## src/rtl/mmu_pkg.sv

```systemverilog
package mmu_pkg;
  localparam int CPU_AW   = 16;
  localparam int DW       = 8;
  localparam int OFS_W    = 13;
  localparam int SLOT_W   = CPU_AW - OFS_W;
  localparam int IDX_W    = SLOT_W + 1;
  localparam int N_ENTRY  = 1 << IDX_W;
  localparam int PA_W     = DW + OFS_W;
  localparam int EN_BIT   = 6;
  localparam int CONST_BIT = 3;

  localparam logic [CPU_AW-1:0] CTRL_ADDR = 16'hFF90;
  localparam logic [CPU_AW-1:0] TASK_ADDR = 16'hFF91;
  localparam logic [CPU_AW-1:0] PAGE_BASE = 16'hFFA0;
  localparam logic [DW-1:0]     CTRL_RST  = 8'h3E;
  localparam logic [7:0]        IO_HI     = 8'hFF;
  localparam logic [7:0]        CONST_HI  = 8'hFE;

  typedef struct packed {
    logic mmu_en;
    logic const_en;
    logic task_sel;
  } mmu_mode_t;
endpackage

```

## src/rtl/mmu_page_file.sv

```systemverilog
module mmu_page_file
  import mmu_pkg::*;
#(
  parameter int P_DW     = DW,
  parameter int P_SLOT_W = SLOT_W,
  parameter int P_IDX_W  = IDX_W,
  parameter int P_N      = N_ENTRY
) (
  input  logic               clk,
  input  logic               rst_n,
  input  logic               wr_en,
  input  logic [P_IDX_W-1:0] wr_idx,
  input  logic [P_DW-1:0]    wr_data,
  input  logic [P_IDX_W-1:0] xl_idx,
  input  logic [P_IDX_W-1:0] bus_idx,
  output logic [P_DW-1:0]    xl_page,
  output logic [P_DW-1:0]    bus_page
);
  logic [P_DW-1:0] entry_q [P_N];

  for (genvar g = 0; g < P_N; g++) begin : g_entry
    localparam logic [P_DW-1:0] RST_VAL =
      {{(P_DW-P_SLOT_W){1'b1}}, P_SLOT_W'(g % (1 << P_SLOT_W))};
    always_ff @(posedge clk or negedge rst_n) begin
      if (!rst_n)
        entry_q[g] <= RST_VAL;
      else if (wr_en && (wr_idx == P_IDX_W'(g)))
        entry_q[g] <= wr_data;
    end
  end

  assign xl_page  = entry_q[xl_idx];
  assign bus_page = entry_q[bus_idx];
endmodule

```

## src/rtl/mmu_ctrl_regs.sv

```systemverilog
module mmu_ctrl_regs
  import mmu_pkg::*;
#(
  parameter int P_DW = DW
) (
  input  logic            clk,
  input  logic            rst_n,
  input  logic            wr_ctrl,
  input  logic            wr_task,
  input  logic [P_DW-1:0] wr_data,
  output logic [P_DW-1:0] ctrl_q,
  output logic            task_q,
  output mmu_mode_t       mode
);
  always_ff @(posedge clk or negedge rst_n) begin
    if (!rst_n) begin
      ctrl_q <= CTRL_RST;
      task_q <= 1'b0;
    end else begin
      if (wr_ctrl) ctrl_q <= wr_data;
      if (wr_task) task_q <= wr_data[0];
    end
  end

  always_comb begin
    mode.mmu_en   = ctrl_q[EN_BIT];
    mode.const_en = ctrl_q[CONST_BIT];
    mode.task_sel = task_q;
  end
endmodule

```

## src/rtl/mmu_xlate.sv

```systemverilog
module mmu_xlate
  import mmu_pkg::*;
#(
  parameter int P_AW     = CPU_AW,
  parameter int P_DW     = DW,
  parameter int P_OFS_W  = OFS_W,
  parameter int P_SLOT_W = SLOT_W,
  parameter int P_IDX_W  = IDX_W,
  parameter int P_PA_W   = PA_W
) (
  input  logic               cpu_valid,
  input  logic [P_AW-1:0]    cpu_addr,
  input  mmu_mode_t          mode,
  output logic [P_IDX_W-1:0] entry_idx,
  input  logic [P_DW-1:0]    entry_val,
  output logic [P_PA_W-1:0]  phys_addr,
  output logic               sram_sel,
  output logic               io_sel
);
  logic [7:0]          hi_byte;
  logic [P_SLOT_W-1:0] slot;
  logic                in_io;
  logic                in_const;
  logic [P_DW-1:0]     page;

  assign hi_byte   = cpu_addr[P_AW-1 -: 8];
  assign slot      = cpu_addr[P_AW-1 -: P_SLOT_W];
  assign in_io     = (hi_byte == IO_HI);
  assign in_const  = mode.const_en && (hi_byte == CONST_HI);
  assign entry_idx = {mode.task_sel, slot};

  always_comb begin
    if (in_const)
      page = '1;
    else if (!mode.mmu_en)
      page = {{(P_DW-P_SLOT_W){1'b1}}, slot};
    else
      page = entry_val;
  end

  assign phys_addr = {page, cpu_addr[P_OFS_W-1:0]};
  assign sram_sel  = cpu_valid && !in_io;
  assign io_sel    = cpu_valid && in_io;
endmodule

```

## src/rtl/paged_mmu.sv

```systemverilog
module paged_mmu
  import mmu_pkg::*;
(
  input  logic              clk,
  input  logic              rst_n,
  input  logic              cpu_valid,
  input  logic              cpu_we,
  input  logic [CPU_AW-1:0] cpu_addr,
  input  logic [DW-1:0]     cpu_wdata,
  output logic [DW-1:0]     cpu_rdata,
  output logic              reg_hit,
  output logic [PA_W-1:0]   phys_addr,
  output logic              sram_sel,
  output logic              io_sel
);
  logic            hit_ctrl, hit_task, hit_page;
  logic            wr_strobe, rd_strobe;
  logic [DW-1:0]   ctrl_q;
  logic            task_q;
  mmu_mode_t       mode;
  logic [IDX_W-1:0] xl_idx;
  logic [DW-1:0]   xl_page, bus_page;

  assign hit_ctrl  = (cpu_addr == CTRL_ADDR);
  assign hit_task  = (cpu_addr == TASK_ADDR);
  assign hit_page  = (cpu_addr[CPU_AW-1:IDX_W] == PAGE_BASE[CPU_AW-1:IDX_W]);
  assign wr_strobe = cpu_valid && cpu_we;
  assign rd_strobe = cpu_valid && !cpu_we;

  mmu_ctrl_regs u_ctrl (
    .clk     (clk),
    .rst_n   (rst_n),
    .wr_ctrl (wr_strobe && hit_ctrl),
    .wr_task (wr_strobe && hit_task),
    .wr_data (cpu_wdata),
    .ctrl_q  (ctrl_q),
    .task_q  (task_q),
    .mode    (mode)
  );

  mmu_page_file u_pages (
    .clk      (clk),
    .rst_n    (rst_n),
    .wr_en    (wr_strobe && hit_page),
    .wr_idx   (cpu_addr[IDX_W-1:0]),
    .wr_data  (cpu_wdata),
    .xl_idx   (xl_idx),
    .bus_idx  (cpu_addr[IDX_W-1:0]),
    .xl_page  (xl_page),
    .bus_page (bus_page)
  );

  mmu_xlate u_xlate (
    .cpu_valid (cpu_valid),
    .cpu_addr  (cpu_addr),
    .mode      (mode),
    .entry_idx (xl_idx),
    .entry_val (xl_page),
    .phys_addr (phys_addr),
    .sram_sel  (sram_sel),
    .io_sel    (io_sel)
  );

  assign reg_hit = rd_strobe && (hit_ctrl || hit_task || hit_page);

  always_comb begin
    cpu_rdata = '0;
    if (rd_strobe) begin
      if (hit_ctrl)      cpu_rdata = ctrl_q;
      else if (hit_task) cpu_rdata = {{(DW-1){1'b0}}, task_q};
      else if (hit_page) cpu_rdata = bus_page;
    end
  end
endmodule

```

## config.mk

```make
export PLATFORM = sky130hd
export DESIGN_NAME = paged_mmu
export DESIGN_NICKNAME = d
export VERILOG_FILES = /design/src/rtl/mmu_pkg.sv /design/src/rtl/mmu_page_file.sv /design/src/rtl/mmu_ctrl_regs.sv /design/src/rtl/mmu_xlate.sv /design/src/rtl/paged_mmu.sv
export SDC_FILE = /design/constraint.sdc
export NUM_CORES = 1
export LEC_CHECK = 0
export BUFFER_PORTS_ARGS = -buffer_cell sky130_fd_sc_hd__buf_2
export CAP_MARGIN = 5
export CORE_ASPECT_RATIO = 0.9
export CORE_MARGIN = 2
export CORE_UTILIZATION = 35
export DETAILED_ROUTE_END_ITERATION = 10
export GPL_TIMING_DRIVEN = 1
export SYNTH_ARGS = -nofsm -noshare
export SYNTH_HDL_FRONTEND = slang
export SYNTH_HIERARCHICAL = 1
export SYNTH_SLANG_ARGS = --single-unit
```

## constraint.sdc

```tcl
create_clock -name clk -period 4.3 [get_ports clk]
set_clock_uncertainty 0.1 [all_clocks]
set_input_delay 0.215 -clock clk [delete_from_list [all_inputs] [get_ports clk]]
set_output_delay 0.215 -clock clk [all_outputs]
set_load 0.01 [all_outputs]
```

==> flow_summary_export.csv, run 1 <==
group,metric,value,unit
yosys,yosys.cell_types.count,46,
sta,setup_viol_count_final,0,
clocking,post_cts_buffers,0,
route,drtIter0Drc,286,
sta,fin_ws,1.58,ns
finish,final_util,0.400,
global_routing,grt_pass1_vias,5222,
placed_design,hpwl,13.6,mm
floorplan,initial_core_util,0.354,
route,drt_wl_total,20.4,mm
yosys,synth_top_area_cell,"dfstp_2",
clocking,clockBufferDepth,2,
yosys,synth_compound_area_frac,0.0532,
global_routing,antenna_found_initial,0,
sta,fmax,368,MHz
global_routing,grt_first_pass_wirelength,31.7,mm
floorplan,dieArea,23900,µm²
yosys,synthSimpleGateAreaFrac,0.0620,
sta,setup_tns,0,ns
yosys,netlist_area,7930,µm²
yosys,ys_seq_area_frac,0.450,
critical_path,path_max_fanout,17,
power,pwr-share-seq,0.435,
yosys,postSynthAreaPerCell,15.0,µm²
power,pwr-share-clk,0.506,
power,design_power_total,2.98,mW
sta,tightest_slew,1.09,ns
power,leakage,3.65,nW
yosys,ys_ff_latch,137,
power,p_per_area,333,nW/µm²
clocking,numCtsBuffers,17,
yosys,synthesis.nets,556,
finish,finalInstanceArea,8950,µm²
finish,nets,585,
yosys,yosysTopAreaCellShare,0.361,
yosys,synth_xor_area_frac,0,
route,wl_per_cell,23.5,µm
clocking,htreeDepth,4,
finish,fin_cells,867,
sta,holdWs,0.178,ns
run,cap_viol_max_count,0,
yosys,syn_inst,528,
placed_design,io_buffers,59,
global_routing,overflow,0,
sta,period_minus_slack,2.72,ns
global_routing,gr-usage-all-layers,0.180,
floorplan,die_x,163,µm
yosys,async_flop_share,1.00,
power,p_sw,677,µW
yosys,synth_adder_area_share,0,
placed_design,dp.cells,834,
sta,slew_headroom,0.270,
critical_path,required,3.98,ns
clocking,root_buffer,"clkbuf_16",
finish,antenna_cells,0,
sta,finalHoldViolCount,0,
clocking,clk_pin_slew,0.06,ns
clocking,clock_latency,0.42,ns
critical_path,critPathCaptureType,"output port",
power,intPower,2.30,mW
finish,drive_gt1_frac,0.763,
clocking,clock_sinks,137,
power,switching_share,0.227,
placed_design,dpl_worst_slack,1.47,ns
critical_path,cp_data_arrival_time,2.40,ns
placed_design,placed_area,8330,µm²
clocking,cts_tree,"yes",
finish,synthToLayoutAreaGrowth,12.9,%
critical_path,crit_type,"input pin to output port",
route,vias,4912,
yosys,synth.area.mux_share,0.388,
yosys,ys_top_cells_by_count,"mux2_2 (121), dfstp_2 (109), mux4_2 (64)",
floorplan,ios,60,
yosys,ys.flop_type,"dfstp_2",
yosys,yosysWarnings,6,
floorplan,core,22400,µm²
sta,timing.final.crit_share,0.632,
critical_path,cp-start-kind,"input pin",
floorplan,row_count,52,
yosys,yosys-top-cells-area,"dfstp_2 (36%), mux4_2 (18%), mux2_2 (17%), dfrtp_1 (8.8%), a22oi_1 (3.0%)",
route,ant_nets,0,
yosys,synth_top_family_by_area,"multiplexers",
floorplan,die_h,147,µm
global_routing,grt_start_max_net_pins,83,
route,vias_per_cell,5.67,
yosys,synth_most_common_cell,"mux2_2",
hold_path,min_path_type,"input pin to flop",
power,ir_drop,172,µV
sta,drv_slew,0,
sta,rsz0062_at_grt,"no",
power,p_comb_frac,0.059,
yosys,synth_edf_count,0,
placed_design,globalplace.congestion,0.825,
route,drt_pass1_iterations,5,
status,status,"completed",
route,drc,0,
what timing repair did:
action                                 in CTS  in global routing
hold buffers                                1                  0
gates resized for setup                     0                  0
endpoints found under the hold margin      12                  0
sequential cells by signal, summed over array words and instances (netlist names):
register         flops
u_ctrl/ctrl_q        8
u_pages/entry_q    128
u_ctrl/task_q        1
layout by cell type, fill, tap and decap left out, types with 4 or more instances in the layout:
cell type and n:
a22o_2 4, a22oi_1 32, buf_2 58, buf_4 5, clkbuf_16 17, clkinv_2 5
dfrtp_1 28, dfstp_2 109, inv_1 8, mux2_2 121, mux2_4 16, mux4_2 64
nand2_1 19, nand2b_1 7, nor2_1 6, nor2_2 9, nor2b_1 5, o311ai_1 4
layout make-up:
cell class | count | area, µm²
fillers | 2089 | 13400
multi-input cells | 327 | 3990
flip-flops and latches | 137 | 3560
clock buffers | 20 | 467
repair buffers | 66 | 378
well taps | 297 | 372
clock inverters | 12 | 146
inverters | 8 | 30.0
critical path, stage by stage:
cell and delay [ns]:
buf_2 0.39, buf_4 0.40, mux4_2 0.56, a22oi_1 0.31, nand2_1 0.10, a22o_1 0.25
buf_2 0.15
routing by layer:
layer	track usage	share of wire
met5	0	0
met3	0.0375	0.059
met1	0.243	0.44
met4	0.0659	0.020
met2	0.289	0.48
cells by family after synthesis:
logic type,Yosys count
DFF,137
and+or+nand+nor,72
buffers and inverters,64
AOI/OAI and AO/OA,51
muxes,204
final timing paths:
check,startpoint,end,slack [ns],cells after the start
worst max-delay path,cpu_addr[0],cpu_rdata[4],1.58,7
worst min-delay path,cpu_wdata[2],u_ctrl/ctrl_q[2],0.18,2
min in group asynchronous,rst_n,u_pages/entry_q[24],0.46,2
max in group asynchronous,rst_n,u_pages/entry_q[41],2.72,3
worst min register to register,u_pages/entry_q[121],u_pages/entry_q[121],0.43,1
worst max register to register,u_ctrl/ctrl_q[6],u_ctrl/ctrl_q[6],3.18,1
power groups by stage:
| stage | Clock (mW) | Combinational, mW | Sequential, mW |
|---|---|---|---|
| detailed placement | 0 | 0.179 | 1.31 |
| global route | 1.60 | 0.194 | 1.29 |
| global placement | 0 | 0.176 | 1.31 |
| floorplan | 0 | 0.0966 | 1.31 |
| CTS | 1.54 | 0.180 | 1.30 |
| finish | 1.51 | 0.177 | 1.30 |
Note: power is estimated with default switching activity, not from simulation.
==> run 2, diff against run 1 <==
clock period = 2.68 ns   (was 4.3 ns; I/O delays follow)
==> run 2 against run 1 <==
Compared with the run above:
- via count increased by 2.5%
- cell area increased by 2.9%
- final cell count increased by 3.1%
- critical path type is now flop to output port
- critical endpoint is now phys_addr[18]
==> flow_summary_export.csv, run 2 (same netlist as run 1, synthesis figures left out) <==
group,metric,value,unit
status,status,"completed",
finish,top_regs,"u_pages/entry_q: 128 flops, u_ctrl/ctrl_q: 8 flops, u_ctrl/task_q: 1 flops",
finish,n_fill_cell,2087,
critical_path,critPathCaptureType,"output port",
floorplan,row_count,52,
critical_path,critical_path.cell_chain,"mux4_2, a22oi_1, nand2_1, inv_1, o311ai_1, buf_2",
sta,drv_slew,0,
sta,period_minus_slack,2.30,ns
placed_design,hpwl,14.4,mm
sta,setup_viol_count_final,0,
sta,rsz0062_at_grt,"no",
finish,multi_input_area,3990,µm²
sta,holdWs,0.112,ns
finish,synthToLayoutAreaGrowth,16.1,%
power,ir_drop,375,µV
clocking,root_buffer,"clkbuf_16",
finish,antenna_cells,0,
sta,tightest_slew,0.605,ns
sta,finalHoldViolCount,0,
route,ant_nets,0,
clocking,clock_latency,0.41,ns
clocking,numCtsBuffers,17,
global_routing,overflow,0,
floorplan,initial_core_util,0.354,
power,switching_share,0.227,
finish,largest_reg_flops,128,
power,p_sw,1.12,mW
placed_design,io_buffers,59,
clocking,post_cts_buffers,0,
route,vias,5036,
sta,timing.final.crit_share,0.856,
clocking,cts_resized,0,
power,pwr-share-clk,0.515,
finish,layout_common_cells,"mux2_2 (121), dfstp_2 (109), mux4_2 (64)",
finish,final_util,0.412,
finish,drive_gt1_frac,0.774,
hold_path,min_path_type,"input pin to flop",
critical_path,slowest_stage,"mux4_2",
clocking,clk_pin_slew,0.06,ns
critical_path,r2r_slack,1.54,ns
critical_path,path_max_fanout,3,
floorplan,die_x,163,µm
floorplan,die_h,147,µm
critical_path,max_stage_delay,0.47,ns
clocking,clockBufferDepth,2,
placed_design,dp.cells,861,
finish,largest-register,"u_pages/entry_q",
critical_path,required,2.45,ns
route,drtIter0Drc,387,
global_routing,grt_first_pass_wirelength,33.0,mm
power,p_comb_frac,0.061,
global_routing,grt_start_max_net_pins,63,
finish,fin_cells,894,
clocking,htreeDepth,4,
route,drt_pass1_iterations,4,
route,vias_per_cell,5.63,
critical_path,cp_data_arrival_time,2.06,ns
sta,setup_tns,0,ns
sta,slew_headroom,0.597,
finish,nets,612,
critical_path,crit_type,"flop to output port",
power,leakage,3.81,nW
finish,layout_commonest_cell,"mux2_2",
route,drc,0,
clocking,cts_hold_buf,1,
floorplan,ios,60,
power,pwr-share-seq,0.424,
power,p_per_area,533,nW/µm²
route,wl_per_cell,23.9,µm
clocking,cts_tree,"yes",
global_routing,gr-usage-all-layers,0.187,
clocking,clock_sinks,137,
route,drt_wl_total,21.4,mm
global_routing,antenna_found_initial,0,
floorplan,dieArea,23900,µm²
critical_path,cp-start-kind,"flop",
run,cap_viol_max_count,0,
floorplan,core,22400,µm²
sta,fmax,436,MHz
global_routing,grt_pass1_vias,5386,
power,intPower,3.79,mW
finish,regArea,3560,µm²
placed_design,globalplace.congestion,0.840,
## run 2: cell count changes in the layout (fill, tap and decap cells not counted), sizes merged
cell / delta
clkinvlp: +1
inv: +1
clkinv: -2
clkbuf: -1
buf: +27
bufinv: +1
## run 2: critical path: cells and delay by family, from the launching register on
kind | cells | cell delay, ns
AND/OR/NAND/NOR | 1 | 0.09
buffers and inverters | 2 | 0.27
AO/OA/AOI/OAI | 2 | 0.44
flip-flops | 1 | 0.37
multiplexers | 1 | 0.47
## run 2: area by class of cell
type                    instances  area share
multi-input cells             327       0.434
flip-flops and latches        137       0.387
well taps                     297      0.0403
repair buffers                 93      0.0658
inverters                       8     0.00326
clock buffers                  19      0.0492
clock inverters                13      0.0209
## run 2: power by group through the flow
| stage | sequential [mW] | combinational, mW | clock (mW) |
|---|---|---|---|
| CTS | 2.08 | 0.307 | 2.58 |
| detailed placement | 2.11 | 0.306 | 0 |
| global route | 2.08 | 0.329 | 2.68 |
| floorplan | 2.11 | 0.155 | 0 |
| global placement | 2.11 | 0.302 | 0 |
| finish | 2.08 | 0.301 | 2.53 |
## run 2: final timing paths
path	startpoint	to	depth (start not counted)
min in group asynchronous	rst_n	u_ctrl/ctrl_q[6]	2
worst min register to register	u_ctrl/ctrl_q[0]	u_ctrl/ctrl_q[0]	1
max in group asynchronous	rst_n	u_pages/entry_q[125]	3
worst max-delay path	u_pages/entry_q[37]	phys_addr[18]	6
worst max register to register	u_ctrl/ctrl_q[6]	u_ctrl/ctrl_q[6]	1
worst min-delay path	cpu_wdata[2]	u_ctrl/ctrl_q[2]	2
## run 2: stage by stage
step,worst slack (ns),instance area [µm²],power (mW)
after global routing,0.290,9210,5.08
after CTS,0.350,9210,4.97
after global placement,0.268,8550,2.41
after floorplan,0.631,7930,2.26
after detailed placement,0.300,8550,2.41
final,0.385,9210,4.91
## run 2: layer usage
metal | global-route usage | vias to the layer above | share of wire
met1 | 0.258 | 2700 | 0.45
li1 | - | 2143 | -
met3 | 0.0339 | 28 | 0.053
met5 | 0 | - | 0
met4 | 0.0664 | 0 | 0.023
met2 | 0.296 | 165 | 0.48
==> run 3, diff against run 2 <==
ABC_AREA = 1   (was unset)
==> run 3 against run 2 <==
Compared with the run above:
- critical endpoint is now cpu_rdata[5]
- wire length is 37% higher
- sequential power is essentially flat
- die area up 8.8%
- register-to-register slack improved by 0.14 ns
- via count increased by 70%
- critical path depth is 3 higher
- non-clock buffer count increased by 8
- clock power is essentially flat
==> flow_summary_export.csv, run 3 <==
group,metric,value,unit
sta,fmax,431,MHz
critical_path,cp_data_arrival_time,2.08,ns
clocking,clock_latency,0.44,ns
clocking,numCtsBuffers,17,
yosys,yosysWarnings,6,
placed_design,io_buffers,59,
yosys,yosysTopAreaCellShare,0.331,
clocking,htreeDepth,4,
sta,drv_slew,0,
power,p_per_area,532,nW/µm²
critical_path,max_stage_delay,0.53,ns
critical_path,slowest_stage,"dfstp_2",
global_routing,gr-usage-all-layers,0.231,
finish,largest-register,"u_pages/entry_q",
yosys,ys_seq_area_frac,0.412,
yosys,ys.flop_type,"dfstp_2",
yosys,synth_edf_count,0,
yosys,ys_top_cells_by_count,"nand2_1 (459), nand3_1 (232), inv_1 (160)",
finish,antenna_cells,0,
critical_path,crit_top_cell,"nand3_1",
finish,finalInstanceArea,9800,µm²
run,cap_viol_max_count,0,
critical_path,critPathCaptureType,"output port",
route,drtIter0Drc,1180,
yosys,netlist_area,8650,µm²
sta,setup_tns,0,ns
global_routing,grt_pass1_vias,7994,
critical_path,r2r_slack,1.68,ns
finish,nets,1334,
yosys,synth_most_common_cell,"nand2_1",
critical_path,cp-start-kind,"flop",
floorplan,dieArea,26000,µm²
finish,layout_commonest_cell,"nand2_1",
critical_path,crit_type,"flop to output port",
yosys,synthesis.nets,1310,
placed_design,hpwl,19.5,mm
status,status,"completed",
power,design_power_total,5.21,mW
sta,rsz0062_at_grt,"no",
global_routing,grt_first_pass_wirelength,46.4,mm
placed_design,placed_area,9080,µm²
yosys,synth_top_area_cell,"dfstp_2",
route,wl_per_cell,18.0,µm
sta,fin_ws,0.361,ns
sta,tightest_slew,0.683,ns
placed_design,dpl_worst_slack,0.505,ns
yosys,postSynthAreaPerCell,6.75,µm²
critical_path,r2r.worst_path.cells,2,
route,drt_wl_total,29.3,mm
global_routing,grt_util_met2,0.349,
floorplan,initial_core_util,0.357,
yosys,ys_ff_latch,137,
route,drc,0,
finish,top_regs,"u_pages/entry_q: 128 flops, u_ctrl/ctrl_q: 8 flops, u_ctrl/task_q: 1 flops",
clocking,clk_pin_slew,0.06,ns
finish,largest_reg_flops,128,
global_routing,antenna_found_initial,0,
global_routing,met1_usage,0.328,
clocking,clock_sinks,137,
critical_path,path_max_fanout,2,
clocking,post_cts_buffers,0,
critical_path,endpoint,"cpu_rdata[5]",
placed_design,globalplace.congestion,0.938,
critical_path,required,2.45,ns
clocking,cts_tree,"yes",
route,drt_pass1_iterations,6,
sta,finalHoldViolCount,0,
global_routing,use_met3,0.0394,
sta,timing.final.crit_share,0.865,
yosys,yosys.cell_types.count,26,
floorplan,die_h,153,µm
floorplan,ios,60,
sta,period_minus_slack,2.32,ns
floorplan,die_x,170,µm
critical_path,worstReg2RegEnd,"u_pages/entry_q[82]",
route,ant_nets,0,
clocking,clockBufferDepth,2,
critical_path,timing.rr.start,"u_pages/entry_q[82]",
finish,synthToLayoutAreaGrowth,13.2,%
power,ir_drop,410,µV
yosys,yosys-top-cells-area,"dfstp_2 (33%), nand2_1 (20%), nand3_1 (13%), dfrtp_1 (8.1%), o21ai_0 (7.5%)",
global_routing,busiest_layer,"met2",
route,vias,8562,
finish,layout_common_cells,"nand2_1 (459), nand3_1 (232), inv_1 (160)",
finish,drive_gt1_frac,0.191,
clocking,root_buffer,"clkbuf_16",
floorplan,core,24300,µm²
sta,setup_viol_count_final,0,
yosys,syn_inst,1282,
sta,slew_headroom,0.544,
power,leakage,4.48,nW
global_routing,grt_start_max_net_pins,63,
global_routing,overflow,0,
critical_path,critical_path.cell_chain,"inv_1, nand2_1, nand3_1, nand3_1, nand3_1, nand2_1, nand4_1, a21oi_1, buf_2",
route,vias_per_cell,5.26,
critical_path,crit_start,"u_pages/entry_q[69]",
hold_path,min_path_type,"input pin to flop",
yosys,async_flop_share,1.00,
floorplan,row_count,54,
## run 3: cell count changes in the layout (fill, tap and decap cells not counted), sizes merged, moves of 7 or more
cell,before,now
mux4,64,0
mux2,137,0
a21oi,0,9
o21ai,1,131
dlygate4sd3,1,9
a22oi,32,0
a22o,7,0
nand2,19,462
nand3,3,236
nand2b,7,0
nand4,3,17
inv,10,164
nor2,15,23
## run 3: worst min path at each step
stage	endpoint	cells after the start	start	slack [ns]
floorplan	u_ctrl/ctrl_q[0]	0	rst_n	-0.26
global placement	u_pages/entry_q[42]	1	rst_n	0.08
detailed placement	u_pages/entry_q[114]	1	rst_n	0.07
CTS	u_ctrl/task_q	5	cpu_we	0.05
global route	u_ctrl/task_q	5	cpu_we	0.13
finish	u_ctrl/task_q	5	cpu_we	0.06
## run 3: what timing repair did
item / 4_1_cts / 5_1_grt
hold buffers: 9 / 0
endpoints found under the hold margin: 70 / 0
resized for setup: 0 / 0
## run 3: cells by family after synthesis
| family | synth area share |
|---|---|
| buffers and inverters | 0.131 |
| AO/OA/AOI/OAI | 0.0810 |
| AND/OR/NAND/NOR | 0.375 |
| flip-flops | 0.412 |
## run 3: layout make-up
class | count | area [µm²]
clock buffers | 21 | 460
inverters | 164 | 616
clock inverters | 11 | 170
flip-flops and latches | 137 | 3560
repair buffers | 101 | 652
fillers | 2573 | 14500
multi-input cells | 885 | 3950
well taps | 308 | 385
## run 3: report_power, final
| group | internal, mW | total (mW) | switching, mW | leakage, nW |
|---|---|---|---|---|
| clock | 1.61 | 2.56 | 0.959 | 0.299 |
| combinational | 0.159 | 0.565 | 0.407 | 2.69 |
| sequential | 2.08 | 2.08 | 0.000221 | 1.50 |
## run 3: routing by layer
layer,share of wire,vias up
met5,0,-
met4,0.032,0
met3,0.075,63
met2,0.45,401
met1,0.45,4025
li1,-,4073
## run 3: per-stage QoR
step,hold slack [ns],cells,util
floorplan,-0.262,1282,-
global placement,0.0753,1586,0.374
detailed placement,0.0745,1586,0.374
CTS,0.0486,1627,0.404
global route,0.127,1627,0.404
finish,0.0557,1627,0.404
## run 3: worst max-delay path, delay by kind of cell (launching register included)
kind,cells,cell delay [ns]
AOI/OAI and AO/OA,1,0.23
and+or+nand+nor,6,0.67
DFF,1,0.53
buffers and inverters,2,0.22
